File: config.mk
export PLATFORM = sky130hd
export DESIGN_NAME = rxring_writer
export DESIGN_NICKNAME = d
export VERILOG_FILES = /design/src/rtl/rxring_pkg.sv /design/src/rtl/rxring_ctrl.sv /design/src/rtl/rxring_dp.sv /design/src/rtl/rxring_writer.sv
export SDC_FILE = /design/constraint.sdc
export NUM_CORES = 1
export LEC_CHECK = 0
export ABC_CLOCK_PERIOD_IN_PS = 12300
export BUFFER_PORTS_ARGS = -buffer_cell sky130_fd_sc_hd__buf_2
export CELL_PAD_IN_SITES_DETAIL_PLACEMENT = 1
export CELL_PAD_IN_SITES_GLOBAL_PLACEMENT = 1
export CORE_MARGIN = 2
export CORE_UTILIZATION = 35
export DETAILED_ROUTE_END_ITERATION = 8
export PLACE_DENSITY = 0.69
export SETUP_SLACK_MARGIN = 0.1
export SKIP_LAST_GASP = 1
export SLEW_MARGIN = 20
export SYNTH_ARGS = -nofsm -noshare
export SYNTH_HDL_FRONTEND = slang
export SYNTH_HIERARCHICAL = 1
export SYNTH_SLANG_ARGS = --single-unit
File: constraint.sdc
create_clock -name clk -period 12.3 [get_ports clk]
set_input_delay 0.615 -clock clk [delete_from_list [all_inputs] [get_ports clk]]
set_output_delay 0.615 -clock clk [all_outputs]
set_load 0.05 [all_outputs]
File: src/rtl/rxring_pkg.sv
package rxring_pkg;

  localparam int PAGE_W = 8;
  localparam int OFF_W  = 8;
  localparam int ADDR_W = PAGE_W + OFF_W;

  localparam logic [2:0] REG_CTRL  = 3'd0;
  localparam logic [2:0] REG_FIRST = 3'd1;
  localparam logic [2:0] REG_LIMIT = 3'd2;
  localparam logic [2:0] REG_BOUND = 3'd3;
  localparam logic [2:0] REG_CUR   = 3'd4;
  localparam logic [2:0] REG_INT   = 3'd5;
  localparam logic [2:0] REG_STAT  = 3'd6;

  typedef enum logic [2:0] {
    ST_IDLE,
    ST_RECV,
    ST_DROP,
    ST_PAD,
    ST_HDR,
    ST_DONE
  } rxState_t;

  typedef struct packed {
    logic startFrame;
    logic storeByte;
    logic padByte;
    logic hdrByte;
    logic commit;
  } rxStrobe_t;

endpackage

File: src/rtl/rxring_ctrl.sv
module rxring_ctrl
  import rxring_pkg::*;
(
  input  logic      clk,
  input  logic      rstN,
  input  logic      inValid,
  input  logic      inFirst,
  input  logic      inLast,
  input  logic      haltOn,
  input  logic      spaceOk,
  input  logic      padDone,
  input  logic      hdrLast,
  output logic      inReady,
  output logic      idle,
  output rxStrobe_t stb
);

  rxState_t state, nextState;

  always_ff @(posedge clk) begin
    if (!rstN) state <= ST_IDLE;
    else       state <= nextState;
  end

  always_comb begin
    stb       = '0;
    nextState = state;
    inReady   = (state == ST_IDLE) || (state == ST_RECV) || (state == ST_DROP);
    idle      = (state == ST_IDLE);
    unique case (state)
      ST_IDLE: begin
        if (inValid && inFirst) begin
          if (haltOn || !spaceOk) begin
            nextState = inLast ? ST_IDLE : ST_DROP;
          end else begin
            stb.startFrame = 1'b1;
            stb.storeByte  = 1'b1;
            nextState      = inLast ? ST_PAD : ST_RECV;
          end
        end
      end
      ST_RECV: begin
        if (inValid) begin
          stb.storeByte = 1'b1;
          if (inLast) nextState = ST_PAD;
        end
      end
      ST_DROP: begin
        if (inValid && inLast) nextState = ST_IDLE;
      end
      ST_PAD: begin
        if (padDone) nextState = ST_HDR;
        else         stb.padByte = 1'b1;
      end
      ST_HDR: begin
        stb.hdrByte = 1'b1;
        if (hdrLast) nextState = ST_DONE;
      end
      ST_DONE: begin
        stb.commit = 1'b1;
        nextState  = ST_IDLE;
      end
      default: nextState = ST_IDLE;
    endcase
  end

endmodule

File: src/rtl/rxring_dp.sv
module rxring_dp
  import rxring_pkg::*;
#(
  parameter int MinLen = 60,
  parameter int MaxLen = 1514,
  parameter int HdrLen = 4,
  parameter int CrcLen = 4
) (
  input  logic              clk,
  input  logic              rstN,
  input  rxStrobe_t         stb,
  input  logic [7:0]        inData,
  input  logic              regWe,
  input  logic [2:0]        regAddr,
  input  logic [7:0]        regWdata,
  output logic [7:0]        regRdata,
  output logic              memWe,
  output logic [ADDR_W-1:0] memAddr,
  output logic [7:0]        memData,
  output logic              haltOn,
  output logic              spaceOk,
  output logic              padDone,
  output logic              hdrLast,
  output logic              rxIrq,
  output logic [PAGE_W-1:0] curPg
);

  localparam int CntW    = $clog2(MaxLen + 1);
  localparam int HdrIdxW = $clog2(HdrLen);
  localparam logic [ADDR_W-1:0] SpaceNeed = ADDR_W'(MaxLen + CrcLen);

  logic [PAGE_W-1:0]  firstPg, limitPg, bndPg;
  logic               haltBit, intFlag, mcastSeen;
  logic [7:0]         lastStat;
  logic [ADDR_W-1:0]  wrPtr;
  logic [CntW-1:0]    byteCnt;
  logic [HdrIdxW-1:0] hdrIdx;

  logic [PAGE_W-1:0] ringPages, freePages, nextPg;
  logic [15:0]       lenVal, pagesUsed;
  logic [PAGE_W:0]   pageSum;
  logic [ADDR_W-1:0] storeAddr;
  logic              storeEn;
  logic [7:0]        statusByte, hdrData;

  function automatic logic [ADDR_W-1:0] stepAddr(
    input logic [ADDR_W-1:0] a,
    input logic [PAGE_W-1:0] fp,
    input logic [PAGE_W-1:0] lp
  );
    logic [ADDR_W-1:0] n;
    n = a + 1'b1;
    if (n == {lp, {OFF_W{1'b0}}}) n = {fp, {OFF_W{1'b0}}};
    return n;
  endfunction

  // Free space, measured from the current page up to the boundary page.
  always_comb begin
    ringPages = limitPg - firstPg;
    if (curPg <= bndPg) freePages = bndPg - curPg;
    else                freePages = ringPages - (curPg - bndPg);
    spaceOk = {freePages, {OFF_W{1'b0}}} >= SpaceNeed;
  end

  // Length, next page and the header contents.
  always_comb begin
    lenVal     = 16'(byteCnt) + 16'(HdrLen);
    pagesUsed  = (lenVal + 16'(CrcLen) + 16'd255) >> OFF_W;
    pageSum    = {1'b0, curPg} + pagesUsed[PAGE_W:0];
    if (pageSum >= {1'b0, limitPg}) nextPg = PAGE_W'(pageSum - {1'b0, ringPages});
    else                            nextPg = pageSum[PAGE_W-1:0];
    statusByte = 8'h01 | (mcastSeen ? 8'h20 : 8'h00);
    case (hdrIdx)
      HdrIdxW'(0): hdrData = statusByte;
      HdrIdxW'(1): hdrData = 8'(nextPg);
      HdrIdxW'(2): hdrData = lenVal[7:0];
      default:     hdrData = lenVal[15:8];
    endcase
  end

  assign storeAddr = stb.startFrame ? {curPg, OFF_W'(HdrLen)} : wrPtr;
  assign storeEn   = stb.storeByte && (stb.startFrame || (byteCnt < CntW'(MaxLen)));
  assign padDone   = byteCnt >= CntW'(MinLen);
  assign hdrLast   = hdrIdx == HdrIdxW'(HdrLen - 1);
  assign haltOn    = haltBit;
  assign rxIrq     = intFlag;

  always_comb begin
    case (regAddr)
      REG_CTRL:  regRdata = {7'd0, haltBit};
      REG_FIRST: regRdata = 8'(firstPg);
      REG_LIMIT: regRdata = 8'(limitPg);
      REG_BOUND: regRdata = 8'(bndPg);
      REG_CUR:   regRdata = 8'(curPg);
      REG_INT:   regRdata = {7'd0, intFlag};
      REG_STAT:  regRdata = lastStat;
      default:   regRdata = 8'h00;
    endcase
  end

  always_ff @(posedge clk) begin
    if (!rstN) begin
      haltBit   <= 1'b1;
      firstPg   <= '0;
      limitPg   <= '0;
      bndPg     <= '0;
      curPg     <= '0;
      intFlag   <= 1'b0;
      lastStat  <= '0;
      mcastSeen <= 1'b0;
      wrPtr     <= '0;
      byteCnt   <= '0;
      hdrIdx    <= '0;
      memWe     <= 1'b0;
      memAddr   <= '0;
      memData   <= '0;
    end else begin
      if (regWe) begin
        case (regAddr)
          REG_CTRL:  haltBit <= regWdata[0];
          REG_FIRST: firstPg <= PAGE_W'(regWdata);
          REG_LIMIT: limitPg <= PAGE_W'(regWdata);
          REG_BOUND: bndPg   <= PAGE_W'(regWdata);
          REG_CUR:   curPg   <= PAGE_W'(regWdata);
          REG_INT:   if (regWdata[0]) intFlag <= 1'b0;
          default: ;
        endcase
      end
      memWe <= 1'b0;
      if (stb.startFrame) begin
        mcastSeen <= inData[0];
        hdrIdx    <= '0;
      end
      if (storeEn) begin
        wrPtr   <= stepAddr(storeAddr, firstPg, limitPg);
        byteCnt <= stb.startFrame ? CntW'(1) : byteCnt + 1'b1;
        memWe   <= 1'b1;
        memAddr <= storeAddr;
        memData <= inData;
      end
      if (stb.padByte) begin
        wrPtr   <= stepAddr(wrPtr, firstPg, limitPg);
        byteCnt <= byteCnt + 1'b1;
        memWe   <= 1'b1;
        memAddr <= wrPtr;
        memData <= 8'h00;
      end
      if (stb.hdrByte) begin
        hdrIdx  <= hdrIdx + 1'b1;
        memWe   <= 1'b1;
        memAddr <= {curPg, (OFF_W - HdrIdxW)'(0), hdrIdx};
        memData <= hdrData;
      end
      if (stb.commit) begin
        curPg    <= nextPg;
        intFlag  <= 1'b1;
        lastStat <= statusByte;
      end
    end
  end

endmodule

File: src/rtl/rxring_writer.sv
module rxring_writer
  import rxring_pkg::*;
#(
  parameter int MinLen = 60,
  parameter int MaxLen = 1514,
  parameter int HdrLen = 4,
  parameter int CrcLen = 4
) (
  input  logic        clk,
  input  logic        rstN,
  input  logic        regWe,
  input  logic [2:0]  regAddr,
  input  logic [7:0]  regWdata,
  output logic [7:0]  regRdata,
  input  logic        inValid,
  input  logic        inFirst,
  input  logic        inLast,
  input  logic [7:0]  inData,
  output logic        inReady,
  output logic        memWe,
  output logic [15:0] memAddr,
  output logic [7:0]  memData,
  output logic        rxIrq
);

  rxStrobe_t         stb;
  logic              haltOn, spaceOk, padDone, hdrLast, idle;
  logic [PAGE_W-1:0] curPg;

  rxring_ctrl ctrlInst (
    .clk(clk), .rstN(rstN), .inValid(inValid), .inFirst(inFirst), .inLast(inLast),
    .haltOn(haltOn), .spaceOk(spaceOk), .padDone(padDone), .hdrLast(hdrLast),
    .inReady(inReady), .idle(idle), .stb(stb)
  );

  rxring_dp #(.MinLen(MinLen), .MaxLen(MaxLen), .HdrLen(HdrLen), .CrcLen(CrcLen)) dpInst (
    .clk(clk), .rstN(rstN), .stb(stb), .inData(inData),
    .regWe(regWe), .regAddr(regAddr), .regWdata(regWdata), .regRdata(regRdata),
    .memWe(memWe), .memAddr(memAddr), .memData(memData),
    .haltOn(haltOn), .spaceOk(spaceOk), .padDone(padDone), .hdrLast(hdrLast),
    .rxIrq(rxIrq), .curPg(curPg)
  );

endmodule

==> results.sh, run 1 <==
export IMPL_synth_cells=1063
export IMPL_gp_congestion=0.886
export IMPL_maxSlewHeadroom=0.389
export IMPL_antennaDiodeCount=0
export IMPL_power_leakage_nw=3.26
export IMPL_min_path_type="reg -> reg"
export IMPL_final_cell_area_sq_um=8770
export IMPL_syn_area_per_cell_sq_um=7.61
export IMPL_ff_latch_area_sq_um=1880
export IMPL_ios=60
export IMPL_clk_latency_ns=0.36
export IMPL_dpl_cell_area_sq_um=8470
export IMPL_cp_start_kind="register"
export IMPL_vias_per_cell=5.92
export IMPL_drtPass1Iterations=5
export IMPL_skew_ns=0.00878
export IMPL_cts_setup_buffers=0
export IMPL_cts_hold_buffers_added=0
export IMPL_synth_area_sq_um=8090
export IMPL_finalWirelength_mm=30.0
export IMPL_grt_pass1_vias=7885
export IMPL_cts_htree_levels=3
export IMPL_clock_sinks=94
export IMPL_whs_ns=0.455
export IMPL_nets=1153
export IMPL_min_delay_start="dpInst/memAddr[5]"
export IMPL_critPathRequiredTime_ns=12.55
export IMPL_core_sq_um=22600
export IMPL_fp_dieH_microns=156
export IMPL_portBuffers=59
export IMPL_period_needed_ns=7.83
export IMPL_drt_iter0_markers=584
export IMPL_multiInputGateArea_sq_um=5660
export IMPL_syn_to_final_growth_pct=8.46
export IMPL_path_class="reg -> reg"
export IMPL_grt_first_pass_wirelength_mm=46.9
export IMPL_vias=8017
export IMPL_worst_path_max_fanout=32
export IMPL_synth_fp_nets=1151
export IMPL_cp_slowest_stage_delay_ns=0.69
export IMPL_setup_slack_ns=4.47
export IMPL_slew_violations=0
export IMPL_rows=55
export IMPL_timing_rr_start="dpInst/limitPg[0]"
export IMPL_cp_arrival_ns=8.08
export IMPL_slowest_stage="o41ai_4"
export IMPL_ant_nets=0
export IMPL_place_ws_ns=4.59
export IMPL_drv_cap=0
export IMPL_fin_util=0.388
export IMPL_max_freq_mhz=128
export IMPL_cts_resized=0
export IMPL_start_util=0.357
export IMPL_tritoncts="built"
export IMPL_layout_drive_gt1_share=0.107
export IMPL_die_w_microns=156
export IMPL_cp_end_kind="register"
export IMPL_fill_cells=2801
export IMPL_fin_crit_sh=0.636
export IMPL_status="complete, no violations"
export IMPL_setup_viol=0
export IMPL_wl_per_cell_microns=22.1
export IMPL_numCtsBuffers=9
export IMPL_pwr_density_cell_nw_per_um2=92.2
export IMPL_hold_viol_final=0
export IMPL_cp_startpoint="dpInst/limitPg[0]"
export IMPL_antenna_found_initial=0
export IMPL_path_clk_slew_ns=0.07
export IMPL_hpwl_mm=22.9
export IMPL_gr_total_overflow=0
export IMPL_die_area_sq_um=24300
export IMPL_clock_path_buffers=2
export IMPL_worstMarginPinSlew_ns=0.916
export IMPL_crit_top_cell="fa_1"
export IMPL_drc_errors=0
export IMPL_ys_warn_count=6
export IMPL_root_buffer="clkbuf_16"
export IMPL_grt_max_degree=34
export IMPL_vdd_drop_max_uv=70.6
export IMPL_setup_tns_ns=0
export IMPL_rsz0062_at_grt="no"
export IMPL_grt_util_all_layers=0.253
[path summary, 6_finish.rpt]
check / to / slack (ns) / cells past startpoint
max: dpInst/wrPtr[15] / 4.47 / 28
min reg2reg: dpInst/memAddr[5] / 0.46 / 2
min: dpInst/memAddr[5] / 0.46 / 2
max reg2reg: dpInst/wrPtr[15] / 4.47 / 28
[cells in the final DEF, fill, tap and decap left out, drive strengths merged, types with 5 or more instances in the layout]
cell / count
a211oi: 19
a21o: 16
a21oi: 88
a221oi: 6
a22oi: 9
a311oi: 11
a31oi: 8
and2: 9
and3: 9
buf: 65
clkbuf: 10
dfxtp: 94
fa: 11
ha: 52
inv: 65
mux2: 9
mux2i: 23
nand2: 103
nand2b: 10
nand3: 35
nand4: 17
nor2: 107
nor2b: 20
nor3: 20
nor4: 10
o211ai: 9
o21a: 5
o21ai: 54
o21bai: 5
o221ai: 6
o22ai: 13
or2: 5
xnor2: 58
xor2: 20
[final cells by class]
class,instances,share of cell area
multi-input cells,831,0.645
clock buffers,10,0.0272
well taps,285,0.0406
repair buffers,65,0.0388
inverters,64,0.0274
flip-flops and latches,94,0.214
clock inverters,5,0.00670
[power by group]
| group | leakage, nW | total (mW) | internal (mW) | switching [mW] |
|---|---|---|---|---|
| Clock | 0.141 | 0.299 | 0.163 | 0.136 |
| Sequential | 0.759 | 0.321 | 0.309 | 0.0120 |
| Combinational | 2.36 | 0.189 | 0.0812 | 0.108 |
[state kept, by name, summed over array words and instances, names as in the netlist]
signal,cells
dpInst/memData,8
ctrlInst/state,3
dpInst/memAddr,16
dpInst/lastStat,2
dpInst/curPg,8
dpInst/rxIrq,1
dpInst/hdrIdx,2
dpInst/haltOn,1
dpInst/wrPtr,16
dpInst/mcastSeen,1
dpInst/memWe,1
dpInst/bndPg,8
dpInst/byteCnt,11
dpInst/firstPg,8
dpInst/limitPg,8
[critical path, delay by kind of cell, from the launching register on]
kind / cells / cell delay [ns]
mux: 1 / 0.28
compound gates: 8 / 2.27
xor+xnor: 2 / 0.29
fa+ha+maj: 5 / 2.01
simple gates: 9 / 1.89
flops: 1 / 0.51
buf+inv: 3 / 0.44
[per-stage QoR]
step,power (mW),cells
after floorplan,0.465,1063
after global placement,0.510,1339
after detailed placement,0.514,1339
after CTS,0.813,1354
after global routing,0.847,1354
final,0.809,1354
[routing by layer]
metal | vias up | track usage | share of wire
met1 | 3937 | 0.360 | 0.47
met2 | 264 | 0.398 | 0.45
li1 | 3775 | - | -
met3 | 41 | 0.0289 | 0.056
met4 | 0 | 0.0808 | 0.025
met5 | - | 0 | 0
Power figures use the tool's default switching activity.
==> run 2, diff against run 1 <==
--- a/config.mk
+++ b/config.mk
@@ -5,14 +5,15 @@
 export SDC_FILE = /design/constraint.sdc
 export NUM_CORES = 1
 export LEC_CHECK = 0
-export ABC_CLOCK_PERIOD_IN_PS = 12300
+export ABC_AREA = 1
+export ABC_CLOCK_PERIOD_IN_PS = 6400
 export BUFFER_PORTS_ARGS = -buffer_cell sky130_fd_sc_hd__buf_2
 export CELL_PAD_IN_SITES_DETAIL_PLACEMENT = 1
 export CELL_PAD_IN_SITES_GLOBAL_PLACEMENT = 1
 export CORE_MARGIN = 2
 export CORE_UTILIZATION = 35
 export DETAILED_ROUTE_END_ITERATION = 8
-export PLACE_DENSITY = 0.69
+export PLACE_DENSITY = 0.74
 export SETUP_SLACK_MARGIN = 0.1
 export SKIP_LAST_GASP = 1
 export SLEW_MARGIN = 20
==> constraint.sdc (replaced) <==
create_clock -name clk -period 6.4 [get_ports clk]
set_input_delay 0.32 -clock clk [delete_from_list [all_inputs] [get_ports clk]]
set_output_delay 0.32 -clock clk [all_outputs]
set_load 0.05 [all_outputs]
==> run 2 against run 1 <==
  * Flip-flop and latch count unchanged
  * Hold slack worse by 0.21 ns
  * Global-route usage up 0.44 points
  * Combinational power rose to 9.0 times the previous value
==> results.sh, run 2 <==
export IMPL_syn_area_per_cell_sq_um=6.28
export IMPL_total_power_mw=3.22
export IMPL_clock_sinks=94
export IMPL_nets=1439
export IMPL_drv_cap=0
export IMPL_layout_drive_gt1_share=0.122
export IMPL_period_needed_ns=5.87
export IMPL_hpwl_mm=24.1
export IMPL_wl_per_cell_microns=19.1
export IMPL_drc_errors=0
export IMPL_start_util=0.357
export IMPL_drtPass1Iterations=5
export IMPL_crit_buf_inv=6
export IMPL_path_class="reg -> reg"
export IMPL_synth_fa_ha_area_frac=0.108
export IMPL_seq_area_frac_synth=0.233
export IMPL_drt_iter0_markers=625
export IMPL_antenna_found_initial=0
export IMPL_async_flop_share=0
export IMPL_grt_pass1_vias=8939
export IMPL_path_clk_slew_ns=0.07
export IMPL_cts_htree_levels=3
export IMPL_clock_path_buffers=2
export IMPL_grt_max_degree=64
export IMPL_status="complete, no violations"
export IMPL_finalWirelength_mm=31.4
export IMPL_clk_latency_ns=0.36
export IMPL_die_area_sq_um=24300
export IMPL_numCtsBuffers=9
export IMPL_min_path_type="in -> reg"
export IMPL_synth_area_top_cells="dfxtp_1 23%, nand2_1 15%, ha_1 8.0%"
export IMPL_synth_top_cell_area_share=0.233
export IMPL_cp_arrival_ns=6.16
export IMPL_vias=9082
export IMPL_ios=60
export IMPL_ys_flop_type="dfxtp_1"
export IMPL_worstMarginPinSlew_ns=0.888
export IMPL_worst_path_max_fanout=13
export IMPL_reg_top3="dpInst/memAddr: 16 flops, dpInst/wrPtr: 16 flops, dpInst/byteCnt: 11 flops"
export IMPL_synth_compound_area_frac=0.183
export IMPL_cp_end_kind="register"
export IMPL_synth_cells=1288
export IMPL_synth_top_family_by_area="simple AND/OR/NAND/NOR gates"
export IMPL_cp_slowest_stage_delay_ns=0.53
export IMPL_mostFrequentLayoutCells="331 x nand2_1, 161 x inv_1, 118 x nand3_1, 115 x a21oi_1, 94 x dfxtp_1"
export IMPL_fp_dieH_microns=156
export IMPL_yosys_area_top_type="dfxtp_1"
export IMPL_ys_top_cells_by_count="332 x nand2_1, 163 x inv_1, 118 x nand3_1"
export IMPL_cts_hold_buffers_added=0
export IMPL_ant_nets=0
export IMPL_grt_first_pass_wirelength_mm=48.8
export IMPL_synth_seq_cells=94
export IMPL_synth_xor_area_frac=0.0365
export IMPL_die_w_microns=156
export IMPL_fin_crit_sh=0.918
export IMPL_setup_viol=0
export IMPL_max_freq_mhz=170
export IMPL_critPathRequiredTime_ns=6.68
export IMPL_synth_area_sq_um=8090
export IMPL_vdd_drop_max_uv=211
export IMPL_gr_total_overflow=0
export IMPL_synth_fp_nets=1376
export IMPL_hold_viol_final=0
export IMPL_maxSlewHeadroom=0.407
export IMPL_yosysMostFrequentCell="nand2_1"
export IMPL_yosys_area_share_simple=0.335
export IMPL_cp_start_kind="register"
export IMPL_grt_util_all_layers=0.257
export IMPL_portBuffers=59
export IMPL_synth_edf_count=0
export IMPL_skew_ns=0.0119
export IMPL_pwr_density_cell_nw_per_um2=348
export IMPL_root_buffer="clkbuf_16"
export IMPL_tritoncts="built"
export IMPL_antennaDiodeCount=0
export IMPL_synth_mux_area_frac=0
export IMPL_layout_commonest_cell="nand2_1"
export IMPL_netlist_cell_type_count=47
export IMPL_power_leakage_nw=4.27
export IMPL_gp_congestion=0.916
export IMPL_rows=55
export IMPL_cp_top_family="simple AND/OR/NAND/NOR gates"
export IMPL_fin_util=0.409
export IMPL_core_sq_um=22600
export IMPL_syn_to_final_growth_pct=14.5
export IMPL_vias_per_cell=5.53
export IMPL_fill_cells=3020
export IMPL_slowest_stage="fa_1"
export IMPL_slew_violations=0
export IMPL_crit_top_cell="nand2_1"
export IMPL_ys_warn_count=6
run 2: layer usage:
metal,vias to the layer above,track usage,wire [microns]
li1,4392,-,-
met1,4387,0.350,14300
met2,265,0.429,14800
met3,38,0.0344,1650
met4,0,0.0655,657
met5,-,0,0
run 2: final cells by class:
type,count,area [sq um],area share
Clock buffer,10,229,0.0247
Clock inverter,6,119,0.0128
Tap cell,285,357,0.0385
Multi-Input combinational cell,978,5480,0.592
Sequential cell,94,1880,0.203
Inverter,181,682,0.0737
Timing Repair Buffer,87,509,0.0550
run 2: worst paths after layout:
| kind | endpoint | from | slack (ns) | depth (start not counted) |
|---|---|---|---|---|
| worst max-delay path | dpInst/wrPtr[10] | dpInst/limitPg[0] | 0.53 | 39 |
| worst min-delay path | dpInst/bndPg[1] | regWdata[1] | 0.25 | 3 |
| worst max register to register | dpInst/wrPtr[10] | dpInst/limitPg[0] | 0.53 | 39 |
| worst min register to register | dpInst/memAddr[5] | dpInst/memAddr[5] | 0.47 | 2 |
run 2: kinds of logic (layout without fill, tap and decap cells):
| logic type | after synthesis | count (layout) |
|---|---|---|
| compound gates | 268 | 268 |
| other cells | 1 | 1 |
| flops | 94 | 94 |
| buf+inv | 216 | 284 |
| simple gates | 614 | 614 |
| xor+xnor | 32 | 32 |
| fa+ha+maj | 63 | 63 |
run 2: repair_timing:
item | CTS | global route
endpoints found under the hold margin | 0 | 0
pin swaps | 0 | 13
setup buffers | 0 | 11
endpoints found under the setup margin | 16 | 45
gates resized for setup | 3 | 27
run 2: metrics by stage:
| stage | instance area [sq um] | std cells | setup TNS (ns) | hold WS [ns] | worst slack [ns] |
|---|---|---|---|---|---|
| after floorplan | 8090 | 1288 | 0 | 0.434 | 0.872 |
| after global placement | 8710 | 1614 | 0 | 0.459 | 0.334 |
| after detailed placement | 8710 | 1614 | 0 | 0.462 | 0.0389 |
| after CTS | 9070 | 1630 | 0 | 0.241 | 0.100 |
| after global routing | 9260 | 1641 | -0.00373 | 0.261 | -0.00361 |
| final | 9260 | 1641 | 0 | 0.247 | 0.525 |
run 2: worst register-to-register path, delay by kind of cell, from the launching register on:
| family | cells | cell delay, ns |
|---|---|---|
| compound gates | 4 | 0.48 |
| xor+xnor | 1 | 0.22 |
| fa+ha+maj | 4 | 1.38 |
| buf+inv | 6 | 0.58 |
| flops | 1 | 0.35 |
| simple gates | 24 | 2.81 |
run 2: report_power, final:
part / internal (mW) / total (mW) / leakage (nW) / switching [mW]
clock network: 0.387 / 0.650 / 0.169 / 0.263
registers: 0.709 / 0.859 / 0.765 / 0.150
logic: 0.534 / 1.71 / 3.34 / 1.18
total: 1.63 / 3.22 / 4.27 / 1.59
==> run 3, diff against run 2 <==
--- a/config.mk
+++ b/config.mk
@@ -10,6 +10,7 @@
 export BUFFER_PORTS_ARGS = -buffer_cell sky130_fd_sc_hd__buf_2
 export CELL_PAD_IN_SITES_DETAIL_PLACEMENT = 1
 export CELL_PAD_IN_SITES_GLOBAL_PLACEMENT = 1
+export CORE_ASPECT_RATIO = 0.75
 export CORE_MARGIN = 2
 export CORE_UTILIZATION = 35
 export DETAILED_ROUTE_END_ITERATION = 8
==> constraint.sdc (replaced) <==
create_clock -name clk -period 6.4 [get_ports clk]
set_input_delay 0.64 -clock clk [delete_from_list [all_inputs] [get_ports clk]]
set_output_delay 0.64 -clock clk [all_outputs]
set_load 0.05 [all_outputs]
==> run 3 against run 2 <==
  * Utilization decreased by 0.38 points
  * Power is 2.5% lower
  * Combinational power is essentially flat
  * Non-clock buffer count shrank 3
  * Via count up 1.1%
  * Largest cell class unchanged
  * Largest power group unchanged
==> results.sh, run 3 (synthesis results as in run 2) <==
export IMPL_reg2reg_to="dpInst/wrPtr[8]"
export IMPL_mostFrequentLayoutCells="331 x nand2_1, 162 x inv_1, 118 x nand3_1, 115 x a21oi_1, 93 x dfxtp_1"
export IMPL_drv_cap=0
export IMPL_nets=1437
export IMPL_hold_viol_final=0
export IMPL_drtPass1Iterations=5
export IMPL_pwr_density_cell_nw_per_um2=339
export IMPL_max_freq_mhz=170
export IMPL_grt_first_pass_wirelength_mm=50.3
export IMPL_rows=48
export IMPL_vias_per_cell=5.55
export IMPL_final_cell_area_sq_um=9250
export IMPL_grt_pass1_vias=8989
export IMPL_drt_iter0_markers=721
export IMPL_layout_commonest_cell="nand2_1"
export IMPL_grt_util_all_layers=0.263
export IMPL_syn_to_final_growth_pct=14.3
export IMPL_clock_path_buffers=2
export IMPL_core_sq_um=22800
export IMPL_rsz0062_at_grt="no"
export IMPL_clock_sinks=94
export IMPL_portBuffers=59
export IMPL_cp_end_kind="register"
export IMPL_skew_ns=0.00967
export IMPL_cp_arrival_ns=6.11
export IMPL_layout_drive_gt1_share=0.119
export IMPL_start_util=0.354
export IMPL_fp_dieH_microns=136
export IMPL_vias=9179
export IMPL_root_buffer="clkbuf_16"
export IMPL_status="complete, no violations"
export IMPL_grt_max_degree=64
export IMPL_period_needed_ns=5.87
export IMPL_wl_per_cell_microns=19.3
export IMPL_critPathRequiredTime_ns=6.65
export IMPL_die_w_microns=180
export IMPL_timing_rr_start="dpInst/limitPg[0]"
export IMPL_reg_top3="dpInst/memAddr: 16 flops, dpInst/wrPtr: 16 flops, dpInst/byteCnt: 11 flops"
export IMPL_dpl_cell_area_sq_um=8730
export IMPL_ant_nets=0
export IMPL_fin_crit_sh=0.917
export IMPL_worst_path_max_fanout=6
export IMPL_maxSlewHeadroom=0.401
export IMPL_tritoncts="built"
export IMPL_crit_path_end="dpInst/wrPtr[8]"
export IMPL_clk_latency_ns=0.36
export IMPL_finalWirelength_mm=32.0
export IMPL_cp_slowest_stage_delay_ns=0.45
export IMPL_ios=60
export IMPL_rrSetupSlack_ns=0.53
export IMPL_min_path_type="reg -> reg"
export IMPL_worstMarginPinSlew_ns=0.898
export IMPL_slew_violations=0
export IMPL_antenna_found_initial=0
export IMPL_setup_tns_ns=0
export IMPL_cp_startpoint="dpInst/limitPg[0]"
export IMPL_vdd_drop_max_uv=251
export IMPL_die_area_sq_um=24400
export IMPL_setup_viol=0
export IMPL_path_clk_slew_ns=0.07
export IMPL_slowest_stage="fa_1"
export IMPL_gr_total_overflow=0
export IMPL_hold_depth=2
export IMPL_gp_congestion=0.936
export IMPL_cts_htree_levels=3
export IMPL_r2r_cells=40
export IMPL_path_class="reg -> reg"
export IMPL_drc_errors=0
export IMPL_fill_cells=3101
export IMPL_cp_start_kind="register"
export IMPL_numCtsBuffers=9
export IMPL_power_leakage_nw=4.24
export IMPL_antennaDiodeCount=0
export IMPL_hpwl_mm=25.1
run 3: cell types whose count changed in the layout (fill, tap and decap cells not counted), sizes merged:
cell / before / now
nand3: 122 / 123
clkinvlp: 0 / 1
inv: 177 / 176
clkinv: 7 / 8
buf: 87 / 84
bufinv: 3 / 1
run 3: metal layers:
layer,share of wire,global-route usage
met1,0.48,0.380
met2,0.43,0.402
met3,0.072,0.0489
met4,0.018,0.0650
met5,0,0
run 3: critical path, delay by kind of cell, from the launching register on:
kind                     cells  cell delay [ns]
AND/OR/NAND/NOR             22             2.58
adder cells (fa/ha/maj)      5             1.57
buffers and inverters        9             0.81
flip-flops                   1             0.34
AO/OA/AOI/OAI                3             0.24
XOR/XNOR                     1             0.21
run 3: area by class of cell:
cell class / instances / area (sq um) / area share
Clock buffer: 10 / 239 / 0.0258
Clock inverter: 5 / 60.1 / 0.00650
Inverter: 181 / 684 / 0.0740
Multi-Input combinational cell: 979 / 5520 / 0.597
Sequential cell: 94 / 1880 / 0.204
Tap cell: 300 / 375 / 0.0406
Timing Repair Buffer: 84 / 487 / 0.0526
run 3: worst min-delay path by stage:
| stage | startpoint | to | slack, ns |
|---|---|---|---|
| finish | dpInst/memAddr[7] | dpInst/memAddr[7] | 0.47 |
| detailed placement | dpInst/memAddr[7] | dpInst/memAddr[7] | 0.46 |
| global route | dpInst/memAddr[7] | dpInst/memAddr[7] | 0.49 |
| floorplan | dpInst/lastStat[0] | dpInst/lastStat[0] | 0.43 |
| CTS | dpInst/memAddr[3] | dpInst/memAddr[3] | 0.47 |
| global placement | dpInst/lastStat[0] | dpInst/lastStat[0] | 0.46 |
run 3: where the power goes:
group / internal [mW] / switching, mW / leakage (nW)
logic: 0.511 / 1.20 / 3.33
registers: 0.709 / 0.158 / 0.765
clock network: 0.313 / 0.249 / 0.145
total: 1.53 / 1.60 / 4.24
run 3: what timing repair did:
item	in CTS	in global routing
pin swaps	1	4
hold buffers	0	0
resized for setup	5	29
cloned	0	1
buffers inserted	1	7
endpoints found under the setup margin	10	33
run 3: stage by stage:
step                      instances   util  hold WS (ns)  worst slack, ns  power (mW)
after CTS                      1645  0.397         0.474            0.131        3.07
after global routing           1653  0.405         0.489            0.106        3.36
after global placement         1629  0.382         0.455            0.276        2.44
after detailed placement       1629  0.382         0.463           0.0142        2.49
final                          1653  0.405         0.468            0.531        3.14
after floorplan                1288      -         0.434            0.872        2.02
